**src/rtl/sdc_pkg.sv**
```systemverilog
package sdc_pkg;

  typedef enum logic [1:0] {
    ST_IDLE  = 2'd0,
    ST_RUN   = 2'd1,
    ST_FLUSH = 2'd2,
    ST_DONE  = 2'd3
  } sdc_state_e;

  localparam logic [1:0] DIG_ZERO = 2'b00;
  localparam logic [1:0] DIG_POS  = 2'b01;
  localparam logic [1:0] DIG_NEG  = 2'b11;

  // balanced-ternary digit increment: -1 -> 0 -> +1 -> -1
  function automatic logic [1:0] dig_step(input logic [1:0] d);
    case (d)
      DIG_NEG:  return DIG_ZERO;
      DIG_ZERO: return DIG_POS;
      default:  return DIG_NEG;
    endcase
  endfunction

endpackage

```
**src/rtl/sdc_tern_cnt.sv**
```systemverilog
module sdc_tern_cnt
  import sdc_pkg::*;
#(
  parameter int MAX_N = 16,
  parameter int NW    = $clog2(MAX_N + 1)
) (
  input  logic                      clk,
  input  logic                      rst_n,
  input  logic                      init,
  input  logic                      step,
  input  logic [NW-1:0]             init_n,
  output logic [MAX_N-1:0][1:0]     digits,
  output logic                      last
);

  logic [MAX_N-1:0][1:0] dig_q, dig_d;
  logic [MAX_N-1:0]      act_q, act_d;
  logic [MAX_N-1:0]      sat;     // digit inactive or already at +1
  logic [MAX_N-1:0]      carry;   // all lower positions saturated

  always_comb begin
    for (int i = 0; i < MAX_N; i++) begin
      sat[i] = !act_q[i] || (dig_q[i] == DIG_POS);
    end
    for (int i = 0; i < MAX_N; i++) begin
      logic [MAX_N-1:0] low_mask;
      low_mask = (MAX_N'(1) << i) - MAX_N'(1);
      carry[i] = &(sat | ~low_mask);
    end
  end

  assign last = &sat;

  always_comb begin
    dig_d = dig_q;
    act_d = act_q;
    if (init) begin
      for (int i = 0; i < MAX_N; i++) begin
        act_d[i] = (NW'(i) < init_n);
        dig_d[i] = act_d[i] ? DIG_NEG : DIG_ZERO;
      end
    end else if (step) begin
      for (int i = 0; i < MAX_N; i++) begin
        if (act_q[i] && carry[i]) dig_d[i] = dig_step(dig_q[i]);
      end
    end
  end

  always_ff @(posedge clk or negedge rst_n) begin
    if (!rst_n) begin
      dig_q <= '0;
      act_q <= '0;
    end else if (init || step) begin
      dig_q <= dig_d;
      act_q <= act_d;
    end
  end

  assign digits = dig_q;

endmodule

```
**src/rtl/sdc_eval.sv**
```systemverilog
module sdc_eval
  import sdc_pkg::*;
#(
  parameter int MAX_N = 16,
  parameter int NW    = $clog2(MAX_N + 1)
) (
  input  logic [MAX_N-1:0][1:0]   digits,
  input  logic [NW-1:0]           n_q,
  input  logic [MAX_N-1:0]        m_q,
  output logic [2*MAX_N+1:0]      word,
  output logic                    match
);

  localparam int SW = MAX_N + 2;

  logic [SW-1:0] terms [MAX_N];
  logic [SW-1:0] fsum, wrap, adj;
  logic          neg;

  for (genvar i = 0; i < MAX_N; i++) begin : g_term
    assign terms[i] = (digits[i] == DIG_POS) ?  (SW'(1) << i) :
                      (digits[i] == DIG_NEG) ? -(SW'(1) << i) : '0;
  end

  always_comb begin
    fsum = '0;
    for (int i = 0; i < MAX_N; i++) fsum = fsum + terms[i];
  end

  assign neg   = fsum[SW-1];
  assign wrap  = SW'(1) << n_q;
  assign adj   = neg ? (fsum + wrap) : fsum;
  assign match = (adj == {2'b00, m_q});
  assign word  = {(neg ? DIG_POS : DIG_ZERO), digits};

endmodule

```
**src/rtl/sdc_tally.sv**
```systemverilog
module sdc_tally
  import sdc_pkg::*;
#(
  parameter int MAX_N = 16,
  parameter int NW    = $clog2(MAX_N + 1),
  parameter int CW    = 2 * MAX_N
) (
  input  logic                    clk,
  input  logic                    rst_n,
  input  logic                    clear,
  input  logic                    load,
  input  logic [MAX_N-1:0][1:0]   digits,
  input  logic [NW-1:0]           n_q,
  output logic [CW-1:0]           count,
  output logic                    short_flag,
  output logic                    pair_flag
);

  logic [CW-1:0]    count_q, count_d;
  logic [MAX_N-1:0] plus_q, plus_d, minus_q, minus_d;

  always_comb begin
    count_d = count_q;
    plus_d  = plus_q;
    minus_d = minus_q;
    if (clear) begin
      count_d = '0;
      plus_d  = '0;
      minus_d = '0;
    end else if (load) begin
      count_d = count_q + CW'(1);
      for (int i = 0; i < MAX_N; i++) begin
        if (digits[i] == DIG_POS) plus_d[i]  = 1'b1;
        if (digits[i] == DIG_NEG) minus_d[i] = 1'b1;
      end
    end
  end

  always_ff @(posedge clk or negedge rst_n) begin
    if (!rst_n) begin
      count_q <= '0;
      plus_q  <= '0;
      minus_q <= '0;
    end else if (clear || load) begin
      count_q <= count_d;
      plus_q  <= plus_d;
      minus_q <= minus_d;
    end
  end

  assign count      = count_q;
  assign short_flag = (count_q < (CW'(n_q) + CW'(1)));
  assign pair_flag  = |(plus_q & ~minus_q);

endmodule

```
**src/rtl/sdc_enum_top.sv**
```systemverilog
module sdc_enum_top
  import sdc_pkg::*;
#(
  parameter  int MAX_N = 16,
  localparam int NW    = $clog2(MAX_N + 1),
  localparam int WW    = 2 * MAX_N + 2,
  localparam int CW    = 2 * MAX_N
) (
  input  logic            clk,
  input  logic            rst_n,
  input  logic            start,
  input  logic [NW-1:0]   cfg_n,
  input  logic [MAX_N-1:0] cfg_m,
  output logic            code_valid,
  input  logic            code_ready,
  output logic [WW-1:0]   code_word,
  output logic            busy,
  output logic            done,
  output logic [CW-1:0]   code_count,
  output logic            err_param,
  output logic            err_short,
  output logic            err_pair
);

  // reset: asserted asynchronously, released on the clock
  logic [1:0] rs_q;
  logic       arst_n;

  always_ff @(posedge clk or negedge rst_n) begin
    if (!rst_n) rs_q <= 2'b00;
    else        rs_q <= {rs_q[0], 1'b1};
  end
  assign arst_n = rs_q[1];

  sdc_state_e            state_q, state_d;
  logic [NW-1:0]         n_q;
  logic [MAX_N-1:0]      m_q;
  logic                  perr_q;
  logic                  out_valid_q, out_valid_d;
  logic [WW-1:0]         out_word_q;

  logic                  cfg_ok, accept, slot_free, adv, load, step, init;
  logic [MAX_N-1:0][1:0] digits;
  logic                  last, match;
  logic [WW-1:0]         cand_word;
  logic                  t_short, t_pair;

  assign cfg_ok = (cfg_n != '0) && (cfg_n <= NW'(MAX_N)) && cfg_m[0] &&
                  ((cfg_m >> cfg_n) == '0);
  assign accept    = start && ((state_q == ST_IDLE) || (state_q == ST_DONE));
  assign init      = accept && cfg_ok;
  assign slot_free = !out_valid_q || code_ready;
  assign adv       = (state_q == ST_RUN) && slot_free;
  assign load      = adv && match;
  assign step      = adv && !last;

  sdc_tern_cnt #(.MAX_N(MAX_N), .NW(NW)) u_cnt (
    .clk    (clk),
    .rst_n  (arst_n),
    .init   (init),
    .step   (step),
    .init_n (cfg_n),
    .digits (digits),
    .last   (last)
  );

  sdc_eval #(.MAX_N(MAX_N), .NW(NW)) u_eval (
    .digits (digits),
    .n_q    (n_q),
    .m_q    (m_q),
    .word   (cand_word),
    .match  (match)
  );

  sdc_tally #(.MAX_N(MAX_N), .NW(NW), .CW(CW)) u_tally (
    .clk        (clk),
    .rst_n      (arst_n),
    .clear      (accept),
    .load       (load),
    .digits     (digits),
    .n_q        (n_q),
    .count      (code_count),
    .short_flag (t_short),
    .pair_flag  (t_pair)
  );

  // next state
  always_comb begin
    state_d = state_q;
    case (state_q)
      ST_IDLE, ST_DONE: if (accept) state_d = cfg_ok ? ST_RUN : ST_DONE;
      ST_RUN:           if (adv && last) state_d = ST_FLUSH;
      ST_FLUSH:         if (slot_free) state_d = ST_DONE;
      default:          state_d = ST_IDLE;
    endcase
  end

  always_comb begin
    out_valid_d = out_valid_q;
    if (load)            out_valid_d = 1'b1;
    else if (code_ready) out_valid_d = 1'b0;
  end

  // registers
  always_ff @(posedge clk or negedge arst_n) begin
    if (!arst_n) begin
      state_q     <= ST_IDLE;
      out_valid_q <= 1'b0;
    end else begin
      state_q     <= state_d;
      out_valid_q <= out_valid_d;
    end
  end

  always_ff @(posedge clk or negedge arst_n) begin
    if (!arst_n) begin
      n_q    <= '0;
      m_q    <= '0;
      perr_q <= 1'b0;
    end else if (accept) begin
      n_q    <= cfg_n;
      m_q    <= cfg_m;
      perr_q <= !cfg_ok;
    end
  end

  always_ff @(posedge clk or negedge arst_n) begin
    if (!arst_n)   out_word_q <= '0;
    else if (load) out_word_q <= cand_word;
  end

  assign code_valid = out_valid_q;
  assign code_word  = out_word_q;
  assign busy       = (state_q == ST_RUN) || (state_q == ST_FLUSH);
  assign done       = (state_q == ST_DONE);
  assign err_param  = done && perr_q;
  assign err_short  = done && !perr_q && t_short;
  assign err_pair   = done && !perr_q && t_pair;

endmodule

```
**config.mk**
```make
export PLATFORM = sky130hd
export DESIGN_NAME = sdc_enum_top
export DESIGN_NICKNAME = d
export VERILOG_FILES = /design/src/rtl/sdc_pkg.sv /design/src/rtl/sdc_tern_cnt.sv /design/src/rtl/sdc_eval.sv /design/src/rtl/sdc_tally.sv /design/src/rtl/sdc_enum_top.sv
export SDC_FILE = /design/constraint.sdc
export NUM_CORES = 1
export LEC_CHECK = 0
export ABC_AREA = 1
export BUFFER_PORTS_ARGS = -buffer_cell sky130_fd_sc_hd__buf_2
export CAP_MARGIN = 40
export CELL_PAD_IN_SITES_DETAIL_PLACEMENT = 1
export CELL_PAD_IN_SITES_GLOBAL_PLACEMENT = 1
export CORE_MARGIN = 2
export CORE_UTILIZATION = 30
export CTS_CLUSTER_DIAMETER = 100
export DETAILED_ROUTE_END_ITERATION = 10
export PLACE_DENSITY_LB_ADDON = 0.1
export SYNTH_ARGS = -nofsm -noshare
export SYNTH_HDL_FRONTEND = slang
export SYNTH_SLANG_ARGS = --single-unit
```
**constraint.sdc**
```tcl
create_clock -name clk -period 10.8 [get_ports clk]
set_input_delay 1.08 -clock clk [delete_from_list [all_inputs] [get_ports clk]]
set_output_delay 1.08 -clock clk [all_outputs]
set_load 0.02 [all_outputs]
```
== After elaboration in Yosys (flattened, before gate mapping) ==
Cells that the tools add are included.
Storage, ports and cells
  register bits after elaboration: 173
  output and inout port bits: 72
Operators by class
  $add $sub $neg: 18
  $lt $le $gt $ge: 18
  equal/unequal tests: 39
  shift operators: 2
  mux-type cells: 129
  bitwise operators: 2
  reductions and logical operators: 207
Operator list (number)
  $mux 18: 33
  $add 18x18->18: 16
  $reduce_and 3->1: 50
  $mux 32: 4
  $reduce_bool 2->1: 51
  $mux 2: 36
  $mux 16: 4
  $pmux 2 s2: 16
  $lt 4x5->1 const A: 8
  $eq 2x2->1 const B: 18
  $mux 1: 35
  $eq 2x1->1 const B: 17
  $logic_not 2->1: 17
  $add 32x1->32 const B: 1
  $lt 32x32->1: 1
  $logic_and 1x1->1: 28
  $logic_or 1x1->1: 21
  $logic_not 1->1: 20
  $lt 3x5->1 const A: 4
  $eq 18x16->1: 1
  $shl 1x5->18 const A: 1
  $and 16x16->16: 1
  $logic_not 16->1: 1
  $not 16->16: 1
  25 further kinds: 30

== Logic depth before layout (Yosys ltp) ==
  word-level depth: 24
  gate-level depth with buffers: 40

== Modules after synthesis ==
A second synthesis with hierarchy kept.
Second synthesis, totals
  cell total of the unflattened synthesis: 1965
  area, all modules: 14830.5 sq um
Modules (own cells, without submodules)
  sdc_eval: times used 1, cells an instance 776, area an instance 5596.6 sq um, seq. area each 0.0 sq um
  sdc_tally: times used 1, cells an instance 478, area an instance 3661.0 sq um, seq. area each 1601.5 sq um
  sdc_tern_cnt: times used 1, cells an instance 391, area an instance 2975.4 sq um, seq. area each 1201.2 sq um
  sdc_enum_top: times used 1, cells an instance 320, area an instance 2597.5 sq um, seq. area each 1526.5 sq um

== Worst setup path before layout ==
Ideal clock, no wire load.
  kind: reg-to-reg
  start: register u_cnt.dig_q (netlist bit u_cnt.digits[20])
  end: register u_tally.count_q[2] (netlist: u_tally.count[2])
  library setup time: 0.118 ns
  arrival time: 7.135 ns
  path slack: 3.547 ns
  stages on the path, launching flop included: 36
  path buffers: 2
  period minus slack after synthesis: 7.253 ns
  cell sequence: dfrtp_1 ha_1 or2_2 fa_1 inv_1 fa_1 inv_1 fa_1 inv_1 fa_1 inv_1 fa_1 ha_1 ha_1 inv_2 o21bai_1 a31o_2 xnor2_1 inv_1 ha_1 inv_1 nor3_1 nand3_1 nand3_1 xnor2_1 nand3_1 nand2_1 nand2_1 nand2_1 nand3_1 nor3_4 nand3_1 buf_2 buf_2 nand3_1 nand2_1
Between the ends
  longest elaborated chain between the ends: 15
  elaborated cells on any way between the ends: 17
  classes of those cells: add/sub (7); eq/ne (3); mux (3); reduce/logical (4)
Ends and longest elaborated chain
  from (decl): RTL line sdc_tern_cnt.sv:16  | logic [MAX_N-1:0][1:0] dig_q, dig_d;
  from (signal assigned): RTL line sdc_tern_cnt.sv:54  | dig_q <= dig_d;
  $eq 2x2->1: RTL line sdc_eval.sv:22  | (digits[i] == DIG_NEG) ? -(SW'(1) << i) : '0;
  $mux 18: RTL line sdc_eval.sv:22
  $mux 18 (*): RTL line sdc_eval.sv:21  | assign terms[i] = (digits[i] == DIG_POS) ? (SW'(1) << i) :
  $add 18x18->18 (*) (6 in series): RTL line sdc_eval.sv:27  | for (int i = 0; i < MAX_N; i++) fsum = fsum + terms[i];
  $add 18x18->18: RTL line sdc_eval.sv:32  | assign adj = neg ? (fsum + wrap) : fsum;
  $mux 18 (*): RTL line sdc_eval.sv:32
  $eq 18x16->1 (*): RTL line sdc_eval.sv:33  | assign match = (adj == {2'b00, m_q});
  $logic_and 1x1->1 (*): RTL line sdc_enum_top.sv:54  | assign load = adv && match;
  $reduce_bool 2->1 (no source line) or $logic_or 1x1->1 (tied branches)
  $reduce_and 2->1 (no source line) (*)
  to (signal assigned): RTL line sdc_tally.sv:45  | count_q <= count_d;
  to (decl): RTL line sdc_tally.sv:19  | logic [CW-1:0] count_q, count_d;
Mark *: on every way between the ends. The rest lies on a longest branch, timed or not.
A chain may end at the register's enable or synchronous reset.

== Worst setup path in the final report ==
  start: register u_cnt.dig_q (netlist bit u_cnt.digits[7])
  end: register u_tally.count_q[5] (netlist: u_tally.count[5])
Between the ends
  longest elaborated chain between the ends: 22
  elaborated cells on any way between the ends: 24
  classes of those cells: add/sub (14); eq/ne (3); mux (3); reduce/logical (4)
Ends and longest elaborated chain (RTL line)
  $eq 2x2->1: sdc_eval.sv:22
  $mux 18: sdc_eval.sv:22
  $mux 18 (*): sdc_eval.sv:21
  $add 18x18->18 (*) (13 in series): sdc_eval.sv:27
  $add 18x18->18: sdc_eval.sv:32
  $mux 18 (*): sdc_eval.sv:32
  $eq 18x16->1 (*): sdc_eval.sv:33
  $logic_and 1x1->1 (*): sdc_enum_top.sv:54
  $reduce_bool 2->1 (no source line) or $logic_or 1x1->1 (tied branches)
  $reduce_and 2->1 (no source line) (*)
Marked as above.

==> flow_results.xml <==
<?xml version="1.0" encoding="UTF-8"?>
<metrics>
  <group name="clocking">
    <metric name="tritoncts.num_buffers" unit="">17</metric>
    <metric name="cts_tree" unit="">done</metric>
    <metric name="cts.clk_slew.worst_paths" unit="ns">0.07</metric>
    <metric name="h-tree-depth" unit="">4</metric>
    <metric name="insertion_delay" unit="ns">0.48</metric>
    <metric name="numClockSinks" unit="">172</metric>
    <metric name="cts_setup_buffers" unit="">0</metric>
    <metric name="clockBufferDepth" unit="">2</metric>
    <metric name="post_cts_resize_count" unit="">0</metric>
    <metric name="cts_hold_buffers" unit="">0</metric>
    <metric name="ctsRootBufferMaster" unit="">clkbuf_16</metric>
  </group>
  <group name="synthesis">
    <metric name="synth_area" unit="sq um">14600</metric>
    <metric name="adder_cell_fraction_of_synth_area" unit="%">23.4</metric>
    <metric name="post_synthesis_area_per_instance" unit="sq um">7.80</metric>
    <metric name="netlist_top_cells_area" unit="">dfrtp_1, fa_1, ha_1</metric>
    <metric name="synth.distinct_cells" unit="">45</metric>
    <metric name="synth_top_flop_cell" unit="">dfrtp_1</metric>
    <metric name="postSynthNetCount" unit="">2113</metric>
    <metric name="synth_top_family_by_area" unit="">simple AND/OR/NAND/NOR gates</metric>
    <metric name="synth-async-reset-ratio" unit="%">100</metric>
    <metric name="post_synthesis_share_of_cell_area_spent_on_and_or_nand_and_nor_gates" unit="%">24.2</metric>
    <metric name="synth.yosys.seq_area_share" unit="%">29.5</metric>
    <metric name="synthCells" unit="">1871</metric>
    <metric name="synth_enable_flop_cells" unit="">0</metric>
    <metric name="synth_register_bits" unit="">172</metric>
    <metric name="share_of_the_synthesized_area_in_the_top_cell_type" unit="%">29.5</metric>
    <metric name="synth_xor_area_share" unit="%">3.42</metric>
    <metric name="synthDominantAreaCellType" unit="">dfrtp_1</metric>
    <metric name="synthesis.yosys.warnings" unit="">0</metric>
    <metric name="yosys-mux-area-fraction" unit="%">0.231</metric>
    <metric name="synth_compound_gate_area_share" unit="%">8.28</metric>
  </group>
  <group name="worst_setup_path">
    <metric name="r2r_setup_slack" unit="ns">1.58</metric>
    <metric name="cp_common_cell" unit="">inv_1</metric>
    <metric name="critical_path_required" unit="ns">11.16</metric>
    <metric name="end_of_the_worst_register_to_register_path" unit="">u_tally.count[5]</metric>
    <metric name="reg2reg_from" unit="">u_cnt.digits[7]</metric>
    <metric name="timing.critical_path.to_type" unit="">flip-flop</metric>
    <metric name="slowest_delay" unit="ns">0.75</metric>
    <metric name="critical_path.slowest_cell" unit="">fa_1</metric>
    <metric name="crit_fanout" unit="">45</metric>
    <metric name="worstRegToRegCells" unit="">35</metric>
    <metric name="timing.critical_path.buf_inv" unit="">11</metric>
    <metric name="cp-start-kind" unit="">flip-flop</metric>
    <metric name="timing_worst_setup_path_type" unit="">flip-flop to flip-flop</metric>
    <metric name="cp_data_arrival_time" unit="ns">9.58</metric>
    <metric name="crit_family" unit="">adder cells</metric>
  </group>
  <group name="die">
    <metric name="floorplan.die_area" unit="sq um">50400</metric>
    <metric name="fp.dieW" unit="um">225</metric>
    <metric name="floorplan.initialDensity" unit="%">30.5</metric>
    <metric name="chipHeight" unit="um">225</metric>
    <metric name="rows" unit="">80</metric>
    <metric name="placeableCoreArea" unit="sq um">47800</metric>
    <metric name="ioPinCount" unit="">97</metric>
  </group>
  <group name="grt">
    <metric name="largest_net_degree_at_the_start_of_global_routing" unit="">94</metric>
    <metric name="gr-total-overflow" unit="">0</metric>
    <metric name="antenna_found_initial" unit="">2</metric>
    <metric name="grt_first_pass_wirelength" unit="um">76900</metric>
    <metric name="gr-usage-all-layers" unit="%">20.0</metric>
    <metric name="first_global_vias" unit="">13300</metric>
  </group>
  <group name="sta">
    <metric name="final_hold_viol_count" unit="">0</metric>
    <metric name="clock_skew" unit="ns">0.0174</metric>
    <metric name="max-slew-margin-rel" unit="%">39.3</metric>
    <metric name="timing.final.crit_share" unit="%">85.4</metric>
    <metric name="setup_repair_after_global_routing_missed_its_margin" unit="">no</metric>
    <metric name="finalSetupViolations" unit="">0</metric>
    <metric name="layout_min_cycle_time" unit="ns">9.22</metric>
    <metric name="fmaxAchievable" unit="MHz">108</metric>
    <metric name="timing_max_transition_violations_final" unit="">0</metric>
    <metric name="final.setup.tns" unit="ns">0</metric>
    <metric name="worst_slew_pin_slew" unit="ns">0.911</metric>
  </group>
  <group name="route">
    <metric name="vias" unit="">12400</metric>
    <metric name="detail-route-antenna-nets" unit="">0</metric>
    <metric name="detail_route.wl_per_cell" unit="um">19.0</metric>
    <metric name="detail_route.vias_per_cell" unit="">4.83</metric>
    <metric name="drt_iter0_markers" unit="">611</metric>
    <metric name="drt_pass1_iterations" unit="">5</metric>
    <metric name="drt_drc_violations_left" unit="">0</metric>
    <metric name="totalWireLength" unit="um">48800</metric>
  </group>
  <group name="hold_path">
    <metric name="timing.hold.worst.start" unit="">rs_q[0]</metric>
    <metric name="hold-path-cell-count" unit="">0</metric>
    <metric name="min-delay-path-class" unit="">flip-flop to flip-flop</metric>
    <metric name="whs_endpoint" unit="">rs_q[1]</metric>
  </group>
  <group name="layout">
    <metric name="n_antenna_cell" unit="">0</metric>
    <metric name="share_of_final_layout_standard_cells_stronger_than_drive_strength_1" unit="%">9.35</metric>
    <metric name="final_common_cell" unit="">inv_1</metric>
    <metric name="commonest_cells_after_routing_fill_and_taps_aside" unit="">inv_1, nand2_1, nor2_1</metric>
    <metric name="areaGrowthSynthToFinish" unit="%">11.6</metric>
    <metric name="n_fill_cell" unit="">5835</metric>
    <metric name="layout.nets" unit="">2187</metric>
  </group>
  <group name="outcome">
    <metric name="run_status" unit="">complete, no violations</metric>
  </group>
  <group name="job">
    <metric name="maxCapViolCount" unit="">0</metric>
  </group>
  <group name="placed_design">
    <metric name="post-dp-hpwl" unit="um">39000</metric>
    <metric name="routabilityCongestion" unit="">0.880</metric>
    <metric name="io_buf_count" unit="">95</metric>
  </group>
</metrics>
## worst max-delay path by stage
stage                                start           endpoint  cells after the start
after floorplan           u_cnt.digits[20]   u_tally.count[2]                     35
after global placement     u_cnt.digits[7]      code_word[24]                     35
after detailed placement   u_cnt.digits[7]       code_word[2]                     35
after CTS                  u_cnt.digits[7]  u_tally.count[28]                     35
after global routing       u_cnt.digits[7]   u_tally.count[5]                     35
final                      u_cnt.digits[7]   u_tally.count[5]                     35
## registers in the layout (all words and copies together) (netlist names)
signal,flops
code_word,33
code_valid,1
u_tally.plus_q,16
rs_q,2
u_cnt.digits,32
u_tally.minus_q,16
state_q,2
perr_q,1
m_q,16
u_tally.count,32
u_cnt.act_q,16
n_q,5
## cell families (layout without fill, tap and decap cells)
| kind of cell | after synthesis | after routing |
|---|---|---|
| AOI/OAI and AO/OA | 215 | 215 |
| DFF | 172 | 172 |
| other | 2 | 2 |
| xor gates and xnor gates | 57 | 57 |
| and+or+nand+nor | 802 | 802 |
| adders and majority gates | 217 | 217 |
| buffers and inverters | 403 | 489 |
| muxes | 3 | 3 |
## synth_stat cells, drive strengths merged (16+ instances only)
cell type and count:
nor2 202, ha 123, dfrtp 172, nand3 137, inv 349, nand2 343, or2 18, buf 24
fa 94, a21oi 64, nand4 46, o21ai 96, nor3 30, xor2 43, clkbuf 30, nor4 16
## per-stage QoR
stage	utilization [%]	instances	setup WS [ns]	cell area, sq um	hold WS [ns]
finish	34.0	2572	1.58	16300	0.352
global route	34.0	2572	0.787	16300	0.357
CTS	34.0	2572	1.47	16300	0.338
detailed placement	32.9	2541	1.53	15700	0.340
global placement	32.7	2537	1.58	15700	0.336
floorplan	-	1871	3.55	14600	0.331
## routing by layer
layer	global-route usage, %	up-vias	part of all wire, %
li1	-	6076	-
met1	26.7	6169	48
met2	33.8	139	48
met3	3.08	45	2.5
met4	5.60	4	1.8
met5	0	-	0.045
## area by class of cell
class / count / area [sq um] / area share, %
clock buffers: 22 / 464 / 2.85
clock inverters: 9 / 88.8 / 0.545
inverters: 349 / 1310 / 8.04
multi-input cells: 1296 / 8720 / 53.5
flip-flops and latches: 172 / 4310 / 26.4
well taps: 615 / 769 / 4.72
repair buffers: 109 / 628 / 3.86
Power is left out: the tool's default activity adds up to more than one toggle a clock period on the data nets, which glitch-free logic cannot reach.
